`config.mk`:
```
export PLATFORM = sky130hd
export DESIGN_NAME = vtg_top
export DESIGN_NICKNAME = d
export VERILOG_FILES = /design/src/rtl/vtg_pkg.sv /design/src/rtl/vtg_lfsr_counter.sv /design/src/rtl/vtg_window.sv /design/src/rtl/vtg_top.sv
export SDC_FILE = /design/constraint.sdc
export NUM_CORES = 1
export LEC_CHECK = 0
export ABC_AREA = 0
export CORE_MARGIN = 2
export CORE_UTILIZATION = 42
export CTS_BUF_LIST = sky130_fd_sc_hd__clkbuf_4
export DETAILED_ROUTE_END_ITERATION = 16
export PLACE_DENSITY = 0.86
export SYNTH_ARGS = -nofsm -noshare
export SYNTH_HDL_FRONTEND = slang
export SYNTH_SLANG_ARGS = --single-unit
```
`constraint.sdc`:
```
create_clock -name clk -period 2.14 [get_ports clk]
set_clock_uncertainty 0.15 [all_clocks]
set_input_delay 0.321 -clock clk [delete_from_list [all_inputs] [get_ports clk]]
set_output_delay 0.321 -clock clk [all_outputs]
set_load 0.05 [all_outputs]
```
`src/rtl/vtg_pkg.sv`:
```
package vtg_pkg;
  localparam int unsigned VTG_W = 16;
  typedef logic [VTG_W-1:0] vtg_word_t;
  localparam vtg_word_t VTG_ORIGIN = '1;

  // one shift step: left by one, feedback is parity of the tapped bits
  function automatic vtg_word_t vtg_step(vtg_word_t s, vtg_word_t taps);
    return {s[VTG_W-2:0], ^(s & taps)};
  endfunction
endpackage

```
`src/rtl/vtg_lfsr_counter.sv`:
```
module vtg_lfsr_counter
  import vtg_pkg::*;
#(
  parameter vtg_word_t TAPS = 16'h8016
) (
  input  logic      clk,
  input  logic      rst,
  input  logic      adv,
  input  vtg_word_t last_word,
  output vtg_word_t state,
  output logic      at_last
);
  assign at_last = (state == last_word);

  always_ff @(posedge clk) begin
    if (rst)
      state <= VTG_ORIGIN;
    else if (adv)
      state <= at_last ? VTG_ORIGIN : vtg_step(state, TAPS);
  end
endmodule

```
`src/rtl/vtg_window.sv`:
```
module vtg_window
  import vtg_pkg::*;
(
  input  logic      clk,
  input  logic      rst,
  input  logic      en,
  input  vtg_word_t cur,
  input  vtg_word_t open_word,
  input  vtg_word_t close_word,
  output logic      flag,
  output logic      flag_nxt
);
  always_comb begin
    flag_nxt = flag;
    if (en) begin
      if (cur == open_word)
        flag_nxt = 1'b1;
      else if (cur == close_word)
        flag_nxt = 1'b0;
    end
  end

  always_ff @(posedge clk) begin
    if (rst) flag <= 1'b0;
    else     flag <= flag_nxt;
  end
endmodule

```
`src/rtl/vtg_top.sv`:
```
module vtg_top
  import vtg_pkg::*;
#(
  parameter vtg_word_t TAPS = 16'h8016,
  parameter int unsigned NUM_WIN = 4
) (
  input  logic                 clk,
  input  logic                 rst,
  input  logic [VTG_W-1:0]     h_disp_start,
  input  logic [VTG_W-1:0]     h_disp_end,
  input  logic [VTG_W-1:0]     h_line_end,
  input  logic [VTG_W-1:0]     h_sync_start,
  input  logic [VTG_W-1:0]     h_sync_end,
  input  logic [VTG_W-1:0]     v_disp_start,
  input  logic [VTG_W-1:0]     v_disp_end,
  input  logic [VTG_W-1:0]     v_frame_end,
  input  logic [VTG_W-1:0]     v_sync_start,
  input  logic [VTG_W-1:0]     v_sync_end,
  output logic                 hsync,
  output logic                 vsync,
  output logic                 de,
  output logic                 sof
);
  // window slots: 0 h display, 1 h sync, 2 v display, 3 v sync
  localparam int unsigned W_HDE = 0;
  localparam int unsigned W_HS  = 1;
  localparam int unsigned W_VDE = 2;
  localparam int unsigned W_VS  = 3;

  vtg_word_t h_state, v_state;
  logic      h_wrap, v_last;

  vtg_lfsr_counter #(.TAPS(TAPS)) u_hcnt (
    .clk(clk), .rst(rst), .adv(1'b1), .last_word(h_line_end),
    .state(h_state), .at_last(h_wrap)
  );

  vtg_lfsr_counter #(.TAPS(TAPS)) u_vcnt (
    .clk(clk), .rst(rst), .adv(h_wrap), .last_word(v_frame_end),
    .state(v_state), .at_last(v_last)
  );

  vtg_word_t win_open  [NUM_WIN];
  vtg_word_t win_close [NUM_WIN];
  logic [NUM_WIN-1:0] win_flag, win_nxt;

  assign win_open[W_HDE]  = h_disp_start;
  assign win_close[W_HDE] = h_disp_end;
  assign win_open[W_HS]   = h_sync_start;
  assign win_close[W_HS]  = h_sync_end;
  assign win_open[W_VDE]  = v_disp_start;
  assign win_close[W_VDE] = v_disp_end;
  assign win_open[W_VS]   = v_sync_start;
  assign win_close[W_VS]  = v_sync_end;

  for (genvar gi = 0; gi < NUM_WIN; gi++) begin : g_win
    localparam bit IS_VERT = (gi >= 2);
    if (IS_VERT) begin : g_v
      vtg_window u_win (
        .clk(clk), .rst(rst), .en(h_wrap), .cur(v_state),
        .open_word(win_open[gi]), .close_word(win_close[gi]),
        .flag(win_flag[gi]), .flag_nxt(win_nxt[gi])
      );
    end else begin : g_h
      vtg_window u_win (
        .clk(clk), .rst(rst), .en(1'b1), .cur(h_state),
        .open_word(win_open[gi]), .close_word(win_close[gi]),
        .flag(win_flag[gi]), .flag_nxt(win_nxt[gi])
      );
    end
  end

  assign hsync = win_flag[W_HS];
  assign vsync = win_flag[W_VS];

  always_ff @(posedge clk) begin
    if (rst) begin
      de  <= 1'b0;
      sof <= 1'b0;
    end else begin
      de  <= win_nxt[W_HDE] & win_nxt[W_VDE];
      sof <= h_wrap & v_last;
    end
  end
endmodule

```
Word-level counts from Yosys, hierarchy flattened
Cells that the tools add are included.

word-level totals
  register bits after elaboration = 38
  input port bits = 162
  output and inout bits = 4

operators by class
  equality and inequality tests = 10
  multiplexer cells = 10
  bitwise operators = 2
  reductions and logical operators = 6

operators by type and width
  kind                  number
  16-bit == test        10
  16-bit XOR reduction  2
  16-bit two-way mux    1
  1-bit two-way mux     9
  2-bit nonzero test    2
  1-bit bitwise AND     2
  2-bit AND reduction   1
  2-bit OR reduction    1

Depth between registers and ports, before layout
  word-level depth = 5
  depth in mapped cells = 8
  gate-level depth less buffers = 5

Cells and area by module
Synthesis repeated with hierarchy kept, for this count alone.

unflattened totals
  cells, all modules = 389
  area, all modules = 3402.0 um2

by module, submodules not included
  module            instances  cells an instance  area an instance (um2)
  vtg_lfsr_counter  2          96                 897.1
  vtg_window        4          48                 386.6
  vtg_top           1          5                  61.3

Worst setup path before layout
No wires, ideal clock.

  kind = register to register
  start = register u_hcnt.state[13]
  end = register u_vcnt.state[2]
  data arrival time = 1729 ps
  data required time = 1931 ps
  path slack = 202 ps
  stages on the path, launching flop included = 9
  buffers on the path = 3
  period minus slack after synthesis = 1938 ps
  cells stage by stage = dfxtp_1 clkbuf_1 xnor2_1 nand4_1 or4_4 nand2b_2 buf_6 buf_12 o22a_1

between the ends
  word-level cells in the longest chain between the ends = 1

ends and longest elaborated chain
  element                   line                    text
  start: declaration        vtg_lfsr_counter.sv:10  output vtg_word_t state,
  start signal: assignment  vtg_lfsr_counter.sv:19  state <= at_last ? VTG_ORIGIN : vtg_step(state, TAPS);
  16-bit == test            vtg_lfsr_counter.sv:13  assign at_last = (state == last_word);
  end signal: assignment    vtg_lfsr_counter.sv:19
  end: declaration          vtg_lfsr_counter.sv:10

No other way between the ends.
A chain may end at the register's enable or synchronous reset.

Worst setup path in the final report
  start = input h_line_end[8]
  end = register u_vcnt.state[9]

between the ends
  word-level cells in the longest chain between the ends = 1

ends and longest elaborated chain
  element             line                    text
  start: declaration  vtg_top.sv:11           input logic [VTG_W-1:0] h_line_end,
  16-bit == test      vtg_lfsr_counter.sv:13

No other way between the ends.

==> metrics.md <==
| Metric | Value |
|---|---|
| Status | finished, final reports clean |
| Fin util | 0.6693 |
| Clock sinks | 38 |
| Total grt overflow | 0 |
| Worst rel slew slack | 0.6430 |
| Synth async-reset ratio | 0 |
| Port buffer count | 165 |
| Worst endpoint required time | 2.22 ns |
| P_leak | 0.001706 µW |
| Worst skew pair latency | 0.33 ns |
| Post-Synth Simple-Gate Area | 0.1552 |
| Drt wl/cell | 17.18 µm |
| PnR worst setup slack | 0.07174 ns |
| Vias post-DR | 3050 |
| HP Class | reg2reg |
| Seq cells post-synth | 38 |
| Sw Share | 0.2496 |
| Reg2reg setup slack | 0.11 ns |
| Hold_ws | 0.3560 ns |
| Bufs on Longest Clock Path | 2 |
| Core ar. | 7647 µm² |
| Largest family of logic cells by synthesized area | XOR/XNOR gates |
| Worst path cell trace | clkdlybuf4s50_1 > xnor2_4 > nand4_4 > buf_4 > nor4_4 > nand3b_4 > o22a_2 |
| Hold Vio Cnt, Final | 0 |
| Post-CTS Repair Setup Buffers | 0 |
| Setup TNS | 0 ns |
| Cell row count | 32 |
| Post-synthesis compound-gate area fraction | 0.05939 |
| Setup violators final | 0 |
| Actual slew at the worst max-slew pin | 0.5339 ns |
| CP Launch Type | input pin |
| Yosys warns | 0 |
| Xor-xnor portion of the synthesized cell area | 0.4751 |
| Pwr/cell area | 317.8 nW/µm² |
| Seq/Total Area, Yosys | 0.2330 |
| GRT Total Usage | 0.2467 |
| Routability Congestion | 0.8651 |
| Tmin final | 2.068 ns |
| Vias per cell | 5.025 |
| Synth Instances | 338 |
| Adder-cell share of the synthesized area | 0 |
| Post-synthesis mux area share | 0 |
| Worst-path clk slew | 0.11 ns |
| Logic gate share of total power | 0.344 |
| Arrival @ worst endpoint | 2.15 ns |
| CTS Root Cell | clkbuf_4 |
| First-pass GRT wire length | 16.19 mm |
| Worst VDD drop | 0.0003010 V |
| Full die area | 8496 µm² |
| WP buf/inv | 2 |
| Initial Util | 0.4270 |
| Fin cells | 607 |
| Synth Flop Type | dfxtp_1 |
| Worst reg2reg path depth | 6 |
| Starting DRT DRC Count | 93 |
| Net Switching | 406.0 µW |
| RSZ-0062 raised after global routing | false |
| EDFF count, synth | 0 |
| Detail Placement HPWL | 8.920 mm |
| Worst path depth | 7 |
| Register share of total power | 0.444 |
| Syn Nets | 500 |
| Mapped cell area | 3266 µm² |
| Drt pass-1 iters | 4 |
| Final slew viol count | 0 |
| Die H | 92.18 µm |
| Antenna violations before repair | 0 |
| WS Path Type | in2reg |
| P_int | 1221 µW |
| Max-Cap Viols | 0 |
| Die width | 92.18 µm |
| DP Cell Count | 599 |
| Layout cell share with drive strength beyond 1 | 0.1228 |
| Pre-CTS setup slack | -0.3224 ns |
| WL final | 10.43 mm |
| Library cells used by synthesis | 30 |
| Clock group share of total power | 0.212 |
| Number of I/O pins | 166 |
| Crit share post-route | 0.9665 |
| Area Overhead vs Synth | 56.74% |
| DRC Markers | 0 |
| Nets@finish | 666 |
| Worst R2R End | u_vcnt.state[9] |
| H-tree levels | 2 |
| Num CTS Buffers | 5 |
| Critical-path top delay cell | clkdlybuf4s50_1 |
| Max Clk Rate | 483.5 MHz |
| Critical Path Start | h_line_end[8] |
| Antenna Cells | 0 |
| Crit-path max FO | 16 |
| Endpoint type of the worst setup path | register |
| Critical path's top delay family | buffers and inverters |
| RR Startpoint | u_hcnt.state[10] |
| Critical path endpoint | u_vcnt.state[9] |
| Slowest Stage Delay on Critical Path | 0.55 ns |
| Vias in the first global route | 3298 |
| Final antenna-violating net count | 0 |
| Pin count of the biggest net entering global routing | 20 |
| Synthesized area per cell | 9.662 µm² |
| CTS tree | done |
==> state kept, by name, indices dropped and copies added (netlist names) <==
| signal | count |
|---|---|
| g_win.g_v.u_win.flag | 2 |
| sof | 1 |
| de | 1 |
| u_hcnt.state | 16 |
| u_vcnt.state | 16 |
| g_win.g_h.u_win.flag | 2 |
==> logic make-up after synthesis <==
kind of cell              Yosys count
buffers and inverters              38
and+or+nand+nor                    72
DFF                                38
xor gates and xnor gates          166
AOI/OAI and AO/OA                  24
==> synthesized netlist by cell type, types with 3 or more instances <==
cell      count  share of area
nand4_1      22          0.042
xor2_1       82           0.22
o22a_2        6          0.018
xnor2_4       4          0.034
xnor2_1      77           0.21
xnor2_2       3          0.015
nor4_1       23          0.044
o22a_1       10          0.027
or3_1        15          0.029
buf_6        11          0.038
a21oi_1       4         0.0061
dfxtp_1      38           0.23
clkbuf_1     21          0.024
==> area by class of cell <==
cell class | instances | area, µm²
repair buffers | 197 | 1912
well taps | 102 | 127.6
flip-flops and latches | 38 | 762.0
fillers | 586 | 2529
clock buffers | 5 | 37.54
multi-input cells | 262 | 2263
clock inverters | 3 | 16.27
==> metrics by stage <==
step | power (µW) | cell area, µm²
2_1_floorplan | 936.0 | 3266
3_3_place_gp | 1286 | 5045
3_5_place_dp | 1298 | 5045
4_1_cts | 1636 | 5105
5_1_grt | 1703 | 5119
6_report | 1627 | 5119
==> worst min path at each step <==
stage	slack (ns)	cells past startpoint	end	startpoint
floorplan	0.27	1	u_hcnt.state[0]	rst
CTS	0.36	2	g_win[0].g_h.u_win.flag	g_win[0].g_h.u_win.flag
global placement	0.32	2	g_win[3].g_v.u_win.flag	g_win[3].g_v.u_win.flag
global route	0.39	2	g_win[3].g_v.u_win.flag	g_win[3].g_v.u_win.flag
finish	0.36	2	g_win[0].g_h.u_win.flag	g_win[0].g_h.u_win.flag
detailed placement	0.34	2	g_win[0].g_h.u_win.flag	g_win[0].g_h.u_win.flag
==> worst reg2reg max path, cell delays in order (launching register included) <==
cell,delay [ns]
dfxtp_1,0.48
xnor2_4,0.16
nand4_4,0.13
buf_4,0.16
nor4_4,0.35
nand3b_4,0.23
o22a_2,0.26
==> routing by layer <==
layer / track usage / part of all wire / vias to the layer above
met5: 0 / 0 / -
met4: 0.07836 / 0.024 / 0
met3: 0.05752 / 0.070 / 24
met2: 0.4743 / 0.53 / 147
met1: 0.2632 / 0.38 / 1405
li1: - / - / 1474
==> what timing repair did <==
item | in CTS | in global routing
setup endpoints to repair | 1 | 16
gates cloned | 0 | 0
pin swaps | 0 | 2
hold buffers | 0 | 0
gates resized for setup | 1 | 5
==> cell usage in the layout, fill, tap and decap left out, types with 2 or more instances in the layout <==
cell type,netlist,layout
o21ai_0,2,2
nand2_1,2,2
xnor2_1,77,77
o22a_2,6,6
or3_1,15,15
xnor2_4,4,4
nand4_2,2,2
o22a_1,10,10
clkbuf_4,0,5
xnor2_2,3,3
dlymetal6s2s_1,0,3
a21oi_1,4,4
buf_4,2,31
dfxtp_1,38,37
nand4_1,22,22
xor2_1,82,82
nor4_1,23,22
clkdlybuf4s50_1,0,162
==> power groups by stage <==
stage	logic, µW	clock network [µW]	registers [µW]
after floorplan	206	0	730
after global placement	547	0	739
after detailed placement	559	0	739
after CTS	563	349	723
after global routing	597	382	724
final	559	345	723
No activity file was read; power rests on OpenSTA's default activity.
